<file path="config.mk">
export PLATFORM = sky130hd
export DESIGN_NAME = ea_unit
export DESIGN_NICKNAME = d
export VERILOG_FILES = /design/src/rtl/ea_pkg.sv /design/src/rtl/ea_offset_sel.sv /design/src/rtl/ea_base_sel.sv /design/src/rtl/ea_update_ctl.sv /design/src/rtl/ea_unit.sv
export SDC_FILE = /design/constraint.sdc
export NUM_CORES = 1
export LEC_CHECK = 0
export CAP_MARGIN = 10
export CORE_UTILIZATION = 50
export CTS_CLUSTER_DIAMETER = 200
export DETAILED_ROUTE_END_ITERATION = 10
export GPL_ROUTABILITY_DRIVEN = 0
export PLACE_DENSITY_LB_ADDON = 0.3
export SLEW_MARGIN = 20
export SYNTH_ARGS = -nofsm -noshare
export SYNTH_HDL_FRONTEND = slang
export SYNTH_SLANG_ARGS = --single-unit
</file>
<file path="constraint.sdc">
create_clock -name clk -period 11.65 [get_ports clk]
set_input_delay 1.7475 -clock clk [delete_from_list [all_inputs] [get_ports clk]]
set_output_delay 1.7475 -clock clk [all_outputs]
set_load 0.005 [all_outputs]
</file>
<file path="src/rtl/ea_pkg.sv">
package ea_pkg;
  typedef enum logic [1:0] {
    FORM_D  = 2'd0,
    FORM_DS = 2'd1,
    FORM_DQ = 2'd2,
    FORM_X  = 2'd3
  } addr_form_e;
endpackage

</file>
<file path="src/rtl/ea_offset_sel.sv">
module ea_offset_sel
  import ea_pkg::*;
#(
  parameter int XLEN     = 64,
  parameter int IMM_W    = 16,
  parameter int DS_SHIFT = 2,
  parameter int DQ_SHIFT = 4
) (
  input  addr_form_e        form,
  input  logic [IMM_W-1:0]  imm,
  input  logic [XLEN-1:0]   rb_val,
  output logic [XLEN-1:0]   offset
);
  localparam int EXT_W = XLEN - IMM_W;
  localparam logic [XLEN-1:0] ONES    = '1;
  localparam logic [XLEN-1:0] DS_MASK = ONES << DS_SHIFT;
  localparam logic [XLEN-1:0] DQ_MASK = ONES << DQ_SHIFT;

  logic [XLEN-1:0] sext_imm;

  // Sign extension first, then clearing the low bits, gives the same value
  // as appending zeros to the scaled field and extending that.
  assign sext_imm = {{EXT_W{imm[IMM_W-1]}}, imm};

  always_comb begin
    case (form)
      FORM_D:  offset = sext_imm;
      FORM_DS: offset = sext_imm & DS_MASK;
      FORM_DQ: offset = sext_imm & DQ_MASK;
      FORM_X:  offset = rb_val;
      default: offset = sext_imm;
    endcase
  end
endmodule

</file>
<file path="src/rtl/ea_base_sel.sv">
module ea_base_sel #(
  parameter int XLEN = 64,
  parameter int RN_W = 5
) (
  input  logic [RN_W-1:0] ra_num,
  input  logic [XLEN-1:0] ra_val,
  input  logic            is_update,
  output logic [XLEN-1:0] base
);
  logic zero_base;

  assign zero_base = !is_update && (ra_num == '0);
  assign base      = zero_base ? '0 : ra_val;
endmodule

</file>
<file path="src/rtl/ea_update_ctl.sv">
module ea_update_ctl #(
  parameter int RN_W = 5
) (
  input  logic            valid,
  input  logic            is_update,
  input  logic            is_store,
  input  logic [RN_W-1:0] ra_num,
  input  logic [RN_W-1:0] rt_num,
  output logic            wb_en,
  output logic [RN_W-1:0] wb_num,
  output logic            bad
);
  logic ra_zero;
  logic ra_hits_rt;
  logic illegal;

  assign ra_zero    = (ra_num == '0);
  assign ra_hits_rt = (ra_num == rt_num);

  // Loads lose the loaded value if the base is also the target; stores read
  // the source before the write-back, so only a zero base is illegal there.
  assign illegal = ra_zero || (!is_store && ra_hits_rt);

  assign bad    = valid && is_update && illegal;
  assign wb_en  = valid && is_update && !illegal;
  assign wb_num = wb_en ? ra_num : '0;
endmodule

</file>
<file path="src/rtl/ea_unit.sv">
module ea_unit
  import ea_pkg::*;
#(
  parameter int XLEN     = 64,
  parameter int RN_W     = 5,
  parameter int IMM_W    = 16,
  parameter int DS_SHIFT = 2,
  parameter int DQ_SHIFT = 4
) (
  input  logic            clk,
  input  logic            rst,
  input  logic            in_valid,
  input  logic [RN_W-1:0] ra_num,
  input  logic [XLEN-1:0] ra_val,
  input  logic [XLEN-1:0] rb_val,
  input  logic [RN_W-1:0] rt_num,
  input  logic [IMM_W-1:0] imm,
  input  logic [1:0]      form_sel,
  input  logic            is_update,
  input  logic            is_store,
  output logic            out_valid,
  output logic [XLEN-1:0] ea,
  output logic            wb_en,
  output logic [RN_W-1:0] wb_num,
  output logic            bad_update
);
  addr_form_e      form;
  logic [XLEN-1:0] base;
  logic [XLEN-1:0] offset;
  logic [XLEN-1:0] ea_next;
  logic            wb_next;
  logic [RN_W-1:0] wb_num_next;
  logic            bad_next;

  assign form = addr_form_e'(form_sel);

  ea_base_sel #(.XLEN(XLEN), .RN_W(RN_W)) u_base (
    .ra_num    (ra_num),
    .ra_val    (ra_val),
    .is_update (is_update),
    .base      (base)
  );

  ea_offset_sel #(
    .XLEN(XLEN), .IMM_W(IMM_W), .DS_SHIFT(DS_SHIFT), .DQ_SHIFT(DQ_SHIFT)
  ) u_off (
    .form   (form),
    .imm    (imm),
    .rb_val (rb_val),
    .offset (offset)
  );

  ea_update_ctl #(.RN_W(RN_W)) u_upd (
    .valid     (in_valid),
    .is_update (is_update),
    .is_store  (is_store),
    .ra_num    (ra_num),
    .rt_num    (rt_num),
    .wb_en     (wb_next),
    .wb_num    (wb_num_next),
    .bad       (bad_next)
  );

  // Carry out of the top bit is dropped: the address wraps.
  assign ea_next = base + offset;

  always_ff @(posedge clk) begin
    if (rst) begin
      out_valid  <= 1'b0;
      ea         <= '0;
      wb_en      <= 1'b0;
      wb_num     <= '0;
      bad_update <= 1'b0;
    end else begin
      out_valid  <= in_valid;
      ea         <= ea_next;
      wb_en      <= wb_next;
      wb_num     <= wb_num_next;
      bad_update <= bad_next;
    end
  end

  p_lat_r12: assert property (@(posedge clk) disable iff (rst)
    in_valid |=> out_valid);

  p_idle_r12: assert property (@(posedge clk) disable iff (rst)
    !out_valid |-> (!wb_en && !bad_update));

  p_excl_r8: assert property (@(posedge clk) disable iff (rst)
    !(wb_en && bad_update));

  p_load_clash_r8: assert property (@(posedge clk) disable iff (rst)
    (in_valid && is_update && !is_store && (ra_num == rt_num))
      |=> (bad_update && !wb_en));

  p_store_wb_r9: assert property (@(posedge clk) disable iff (rst)
    (in_valid && is_update && is_store && (ra_num != '0))
      |=> (wb_en && (wb_num == $past(ra_num))));

  p_no_upd_r11: assert property (@(posedge clk) disable iff (rst)
    (in_valid && !is_update) |=> (!wb_en && !bad_update));

  p_wb_nonzero_r7: assert property (@(posedge clk) disable iff (rst)
    wb_en |-> (wb_num != '0));
endmodule

</file>
== After elaboration in Yosys (flattened, before gate mapping) ==
Cells that the tools add are included.
W data, S select, Z words.
Word-level totals
  input port bits: 161
  word-level logic and storage cells: 25
  flip-flop bits (word level): 72
Operators by class
  bitwise gates (word level): 1
  equal/unequal tests: 4
  add/subtract/negate cells: 1
  multiplexer cells: 2
  reduce and logical (&&, ||, !) cells: 12
Operator list (number)
  $pmux W64 S4: 1
  $add A64 B64 Y64: 1
  $mux W64: 1
  $eq A5 B5 Y1: 1
  $logic_and A1 B1 Y1: 5
  $logic_not A5 Y1: 1
  $eq A2 B2 Y1 const B: 2
  $logic_not A1 Y1: 3
  $eq A2 B1 Y1 const B: 1
  $logic_not A2 Y1: 1
  $reduce_or A2 Y1: 1
  $logic_or A1 B1 Y1: 1
  $not A1 Y1: 1

== Depth between registers and ports, before layout ==
Gate-level depths: netlist of the first run.
  word-level depth: 7
  depth in mapped cells: 17
  mapped depth without buffers: 15

== Modules after synthesis ==
A second synthesis of the first run with hierarchy kept.
Unflattened totals
  cells, all modules: 870
  area, all modules: 6860.3 um^2
By module, submodules not included
  ea_unit: cells an instance 687, instances 1, area each 5506.5 um^2
  ea_offset_sel: cells an instance 80, instances 1, area each 646.9 um^2
  ea_base_sel: cells an instance 78, instances 1, area each 558.0 um^2
  ea_update_ctl: cells an instance 25, instances 1, area each 148.9 um^2

== Least setup slack after synthesis of the first run ==
Ideal clock, no wire load.
  path kind: input port to flip-flop
  start point: in ra_num[0]
  end point: reg ea[59]
  arrival: 5.671 ns
  buffers on the path: 2
  cell stages on the path: 16
  library setup time: 0.121 ns
  required time: 11.529 ns
  slack: 5.858 ns
  cell sequence: or4_1 > or3_1 > clkbuf_1 > clkbuf_1 > and2_1 > ha_1 > o21ai_2 > a2111oi_2 > o21ai_1 > o31ai_2 > o21ai_2 > o41a_1 > o31a_1 > o31ai_4 > a221oi_1 > mux2_4
Between the ends
  word-level cells in the longest chain between the ends: 4
Ends and longest elaborated chain
  start: declaration: line ea_unit.sv:13  | input logic [RN_W-1:0] ra_num,
  $logic_not A5 Y1: line ea_base_sel.sv:12  | assign zero_base = !is_update && (ra_num == '0);
  $logic_and A1 B1 Y1: line ea_base_sel.sv:12
  $mux W64: line ea_base_sel.sv:13  | assign base = zero_base ? '0 : ra_val;
  $add A64 B64 Y64: line ea_unit.sv:65  | assign ea_next = base + offset;
  end signal: assignment: line ea_unit.sv:76  | ea <= ea_next;
  end: declaration: line ea_unit.sv:22  | output logic [XLEN-1:0] ea,
Every way passes these cells.
A chain may end at the register's enable or synchronous reset.

== Worst setup path after layout of the first run ==
  start point: in ra_num[0]
  end point: reg ea[60]
The elaborated chain is that of the path after synthesis.

==> results.ini, run 1 <==
[run_status]
outcome = finished clean

[floorplan]
core_region_area_um2 = 12600
design.die.area_um2 = 13500
std_cell_rows = 41
ios = 233
floorplan.initialDensity = 0.515
dieHeight_um = 116
die_w_um = 116

[detailed_routing]
vias_per_cell = 5.68
final_antenna_net_count = 0
wire_per_inst_um = 15.6
num_vias = 7042
drc = 0
first_pass_iters = 5
drtIter0Drc = 513
wl_um = 19400

[worst_setup_path]
crit_path_max_fanout = 64
critPathTopFamily = compound AO/OA/AOI/OAI gates
worstSetupEndpointType = flop
crit_path_start = ra_num[0]
critical_path.cell_chain = clkdlybuf4s50_1, or4_1, or3_1, buf_4, and2_1, ha_1, fa_1, a21oi_1, o211a_1, or4_1, a21oi_1, a311oi_1, o41ai_2, a211oi_1, a31oi_1, xnor2_1, nor2_1
cp_num_buf_inv = 2
required_ns = 11.86
start_kind = input pin
cpMaxStageDelayCell = or4_1
critPathKind = in2reg
critPathArrivalTime_ns = 6.60
crit_path_max_incr_delay_ns = 0.55

[clocking]
cts_buffers = 9
cts.sinks = 72
path_clk_slew_ns = 0.06
root_buffer = clkbuf_16
postCtsResizedCells = 0
ctsHoldBuffers = 0
clockBufferDepth = 2
post_cts_buffers = 0
cts_tree = built
cts-htree-levels = 3

[timing]
slew_headroom = 0.496
rsz0062_at_grt = false
fmax_mhz = 157
period_share = 0.548
final.setup.tns_ns = 0
hold_viol_final = 0
drv_slew = 0
worstMarginPinSlew_ns = 0.755
setup_viol = 0
setup_slack_ns = 5.26
fin_crit_ns = 6.39

[synth]
synth.top_cell.area_share = 0.222
ys_seq_area_frac = 0.222
synth_cell_types = 62
syn-cell-area_um2 = 6500
ys_top_cells_by_area = dfxtp_1 22%, ha_1 12%, a21o_1 9.1%, and2_1 7.0%, a21oi_1 6.2%
ys_seq_elements = 72
synth_fa_ha_area_frac = 0.124
synth_top_family_by_area = compound AO/OA/AOI/OAI gates
yosys_warnings = 0
yosys.area_share.xor_xnor = 0.0809
synth-compound-area-share = 0.277
synth_edf_count = 0
async_flop_share = 0
syn_nets = 1081
synth_top_area_cell = dfxtp_1
postSynthAreaPerCell_um2 = 7.59
ys.flop_type = dfxtp_1
synthSimpleGateAreaFrac = 0.234
syn_inst = 856
synthMuxAreaShare = 0.0283

[power_and_ir_drop]
p_sw_frac = 0.326
p_comb_frac = 0.448
clkPwrFrac = 0.277
switching_power_uw = 353
internal_power_uw = 729
pwr-share-seq = 0.275
power_density_nw_per_um2 = 117
cellLeakagePower_uw = 0.00402
vdd_ir_drop_max_mv = 0.0679

[grt]
grt_pass1_vias = 6603
overflow = 0
track_usage = 0.288
antenna_found_initial = 2
grt_max_degree = 71
grt_pass1_wl_um = 30500

[finish]
finalNetCount = 1287
drive_above_1_share = 0.0403
syn_to_final_growth_pct = 42.2
layout.cells.non_filler = 1239
utilization = 0.732

[min_path]
holdPathStages = 2
worstHoldStart = in_valid
worstHoldEndpoint = out_valid$_SDFF_PP0_
min_path_type = in2reg

[flow_run]
drv_cap = 0

[placement]
port_buffers = 232
dp_cells = 1223
hpwl_um = 15100
dp_slack_ns = 4.95

-- power groups by stage --
stage                     clock [µW]  combinational, µW  sequential (µW)
after floorplan                    0                275              306
after global placement             0                472              303
after detailed placement           0                477              303
after CTS                        305                481              298
after global routing             314                530              301
final                            300                485              298
-- routing by layer --
metal  GRT usage  wire length (µm)
met1       0.344              8070
met2       0.492              9070
met3      0.0633              1650
met4       0.135               574
met5           0                13
-- cell usage in the layout (no fill, tap or decap), types with 21 or more instances in the layout --
cell type,instances
o21ai_1,28
ha_1,63
xnor2_1,41
nor2_1,101
a21oi_1,80
o21ai_0,21
clkdlybuf4s50_1,231
and2_1,72
nand2_1,61
dfxtp_1,72
a21o_1,79
-- cells by family after synthesis --
group,count (synthesis)
adders and majority gates,64
AOI/OAI and AO/OA,274
xor gates and xnor gates,60
DFF,72
muxes,16
and+or+nand+nor,312
buffers and inverters,58
-- per-stage QoR --
stage | hold slack (ns) | instance area [µm²] | power, µW
5_1_grt | 2.03 | 9240 | 1150
2_1_floorplan | 1.84 | 6500 | 581
6_report | 1.99 | 9240 | 1080
3_3_place_gp | 2.35 | 8910 | 775
3_5_place_dp | 2.35 | 8910 | 780
4_1_cts | 1.99 | 9240 | 1080
-- state kept, by name, indices dropped and copies added, names as in the netlist --
register    flops
wb_en           1
out_valid       1
ea             64
wb_num          5
bad_update      1
-- worst max path at each step --
| stage | to | slack, ns | depth (start not counted) |
|---|---|---|---|
| global placement | ea[60]$_SDFF_PP0_ | 5.13 | 17 |
| detailed placement | ea[60]$_SDFF_PP0_ | 4.95 | 17 |
| CTS | ea[60]$_SDFF_PP0_ | 5.31 | 17 |
| global route | ea[60]$_SDFF_PP0_ | 4.95 | 17 |
| finish | ea[60]$_SDFF_PP0_ | 5.26 | 17 |
| floorplan | ea[59]$_SDFF_PP0_ | 5.86 | 16 |
-- final cells by class --
type                       count  area, µm²
clock inverter                 5       81.3
fill                        1053       3380
tap                          172        215
multi-input combinational    726       4850
inverter                      17       63.8
clock buffer                  10        239
sequential                    72       1440
timing repair buffer         236       2350
antenna                        1       2.50
-- Yosys cell counts (all sizes together), types with 2 or more instances --
cell type  number
nor2          101
a21oi          80
a21o           79
and2           74
dfxtp          72
ha             63
nand2          61
o21ai          51
xnor2          41
clkbuf         34
xor2           19
inv            16
mux2           16
nand3          15
nor2b          14
nand4          13
nor3           11
o21a           10
a31oi           9
o21bai          9
buf             7
and3            6
a211oi          5
a2111oi         4
nand2b          4
or2             4
o2111ai         3
o31ai           3
o41ai           3
or3             3
a221oi          2
a22o            2
a311oi          2
nor4            2
o211ai          2
or4             2
Note: power is estimated with default switching activity, not from simulation.
==> run 2: changes to the inputs <==
--- a/config.mk
+++ b/config.mk
@@ -6,7 +6,7 @@
 export NUM_CORES = 1
 export LEC_CHECK = 0
 export CAP_MARGIN = 10
-export CORE_UTILIZATION = 50
+export CORE_UTILIZATION = 46
 export CTS_CLUSTER_DIAMETER = 200
 export DETAILED_ROUTE_END_ITERATION = 10
 export GPL_ROUTABILITY_DRIVEN = 0
==> constraint.sdc (replaced) <==
create_clock -name clk -period 6.2 [get_ports clk]
set_input_delay 0.93 -clock clk [delete_from_list [all_inputs] [get_ports clk]]
set_output_delay 0.93 -clock clk [all_outputs]
set_load 0.005 [all_outputs]
==> run 2 against run 1 <==
Against the previous run:
- worst setup slack worse by 4.6 ns
- final cell count up 0.73%
- clock power up 93%
- critical path depth down 1
- global-route usage down 0.85 points
- critical endpoint is now ea[59]$_SDFF_PP0_
- largest cell class unchanged
- largest power group unchanged
==> results.ini, run 2 (synthesis results as in run 1) <==
[detailed_routing]
wl_um = 20200  ; +4.3%
final_antenna_net_count = 0  ; unchanged
vias_per_cell = 5.57  ; -2.1%
first_pass_iters = 6  ; +1
drtIter0Drc = 416  ; -19%
num_vias = 6946  ; -1.4%
drc = 0  ; unchanged
wire_per_inst_um = 16.2  ; +3.6%

[clocking]
path_clk_slew_ns = 0.06  ; about the same
ctsHoldBuffers = 0  ; unchanged
postCtsResizedCells = 0  ; unchanged
clockBufferDepth = 2  ; unchanged
cts_buffers = 9  ; unchanged
cts.sinks = 72  ; unchanged
cts_tree = built
root_buffer = clkbuf_16
post_cts_buffers = 0  ; unchanged
cts-htree-levels = 3  ; unchanged

[finish]
drive_above_1_share = 0.0421  ; +0.00180
top_register = ea
fillers = 1222  ; +16%
utilization = 0.670  ; -0.0620
multi_input_area_um2 = 4850  ; unchanged
finalNetCount = 1288  ; +0.078%
layout_commonest_cell = clkdlybuf4s50_1
syn_to_final_growth_pct = 42.6
final_cell_mix = 231 x clkdlybuf4s50_1, 101 x nor2_1, 80 x a21oi_1
largest_reg_flops = 64  ; unchanged
reg_top3 = ea: 64 flops, wb_num: 5 flops
antenna_cells = 0  ; -1
regArea_um2 = 1440  ; unchanged

[timing]
final.setup.tns_ns = 0  ; unchanged
drv_slew = 0  ; unchanged
period_share = 0.890
hold_viol_final = 0  ; unchanged
fin_crit_ns = 5.52
setup_viol = 0  ; unchanged
rsz0062_at_grt = false
fmax_mhz = 181
slew_headroom = 0.494  ; -0.00248
worstMarginPinSlew_ns = 0.759  ; +0.00371 ns

[grt]
grt_pass1_wl_um = 32100  ; +5.1%
top_usage_layer = met2
grt_pass1_vias = 6735  ; +2.0%
use_met1 = 0.340  ; -0.00397
antenna_found_initial = 0  ; -2
use_met2 = 0.464  ; -0.0285
overflow = 0  ; unchanged
track_usage = 0.280  ; -0.00851
grt_use_met3 = 0.0663  ; +0.00297
grt_max_degree = 71  ; unchanged

[worst_setup_path]
start_kind = input pin
required_ns = 6.44  ; -5.42 ns
critPathKind = in2reg
crit_path_max_fanout = 64  ; unchanged
critPathArrivalTime_ns = 5.76  ; -0.84 ns
worstSetupEndpointType = flop

[floorplan]
ios = 233  ; unchanged
dieHeight_um = 121  ; +4.2%
core_region_area_um2 = 13800  ; +9.6%
std_cell_rows = 43  ; +4.9%
floorplan.initialDensity = 0.470  ; -0.0450
design.die.area_um2 = 14600  ; +8.5%
die_w_um = 121  ; +4.2%

[placement]
hpwl_um = 15700  ; +4.1%
port_buffers = 232  ; unchanged

[power_and_ir_drop]
totalPowerFinal_uw = 2050  ; +90%
cellLeakagePower_uw = 0.00403  ; +0.40%
p_comb_frac = 0.445  ; -0.003
power_density_nw_per_um2 = 222  ; +89%
p_sw_frac = 0.326  ; about the same
vdd_ir_drop_max_mv = 0.155  ; +130%
pwr-share-seq = 0.272  ; -0.003
switching_power_uw = 671  ; +90%
clkPwrFrac = 0.282  ; +0.005
internal_power_uw = 1380  ; +90%

[min_path]
worstHoldEndpoint = out_valid$_SDFF_PP0_
holdPathStages = 2  ; unchanged
worstHoldStart = in_valid
min_path_type = in2reg

[flow_run]
drv_cap = 0  ; unchanged

[run_status]
outcome = finished clean

-- run 2: how the worst max path moves through the flow --
stage,start,to,slack [ns],cells past startpoint
floorplan,ra_num[0],ea[59]$_SDFF_PP0_,1.23,16
global placement,ra_num[0],ea[60]$_SDFF_PP0_,0.54,17
detailed placement,ra_num[0],ea[59]$_SDFF_PP0_,0.36,16
CTS,ra_num[0],ea[59]$_SDFF_PP0_,0.72,16
global route,ra_num[0],ea[58]$_SDFF_PP0_,0.39,17
finish,ra_num[0],ea[59]$_SDFF_PP0_,0.68,16
-- run 2: metal layers --
metal  share of wire  wire length (µm)
met1            0.43              8640
met5               0                 0
met2            0.47              9460
met4           0.033               667
met3           0.072              1450
-- run 2: area by class of cell --
cell class	count	area share
multi-input cells	726	0.523
repair buffers	237	0.254
flip-flops and latches	72	0.156
clock buffers	11	0.0273
well taps	180	0.0243
clock inverters	5	0.00851
inverters	17	0.00689
-- run 2: critical path, cell delays in order --
cell,delay (ns)
clkdlybuf4s50_1,0.44
or4_1,0.56
or3_1,0.32
buf_4,0.30
and2_1,0.24
ha_1,0.37
o21ai_2,0.12
a2111oi_2,0.38
o21ai_1,0.21
o31ai_2,0.26
o21ai_2,0.12
o41a_1,0.39
o31a_1,0.40
o31ai_4,0.23
a221oi_1,0.15
mux2_4,0.31
-- run 2: power groups by stage --
stage                     Clock, µW  Combinational (µW)  Sequential (µW)
after global placement            0                 896              568
after floorplan                   0                 517              575
after global routing            606                1000              564
final                           580                 915              559
after detailed placement          0                 902              569
after CTS                       591                 909              560
-- run 2: metrics by stage --
| step | worst slack (ns) | area (µm²) | hold slack, ns | instances |
|---|---|---|---|---|
| after floorplan | 1.23 | 6500 | 1.02 | 856 |
| after global placement | 0.536 | 8930 | 1.53 | 1232 |
| after detailed placement | 0.357 | 8930 | 1.53 | 1232 |
| after CTS | 0.719 | 9260 | 1.16 | 1248 |
| after global routing | 0.387 | 9260 | 1.20 | 1248 |
| final | 0.680 | 9260 | 1.17 | 1248 |
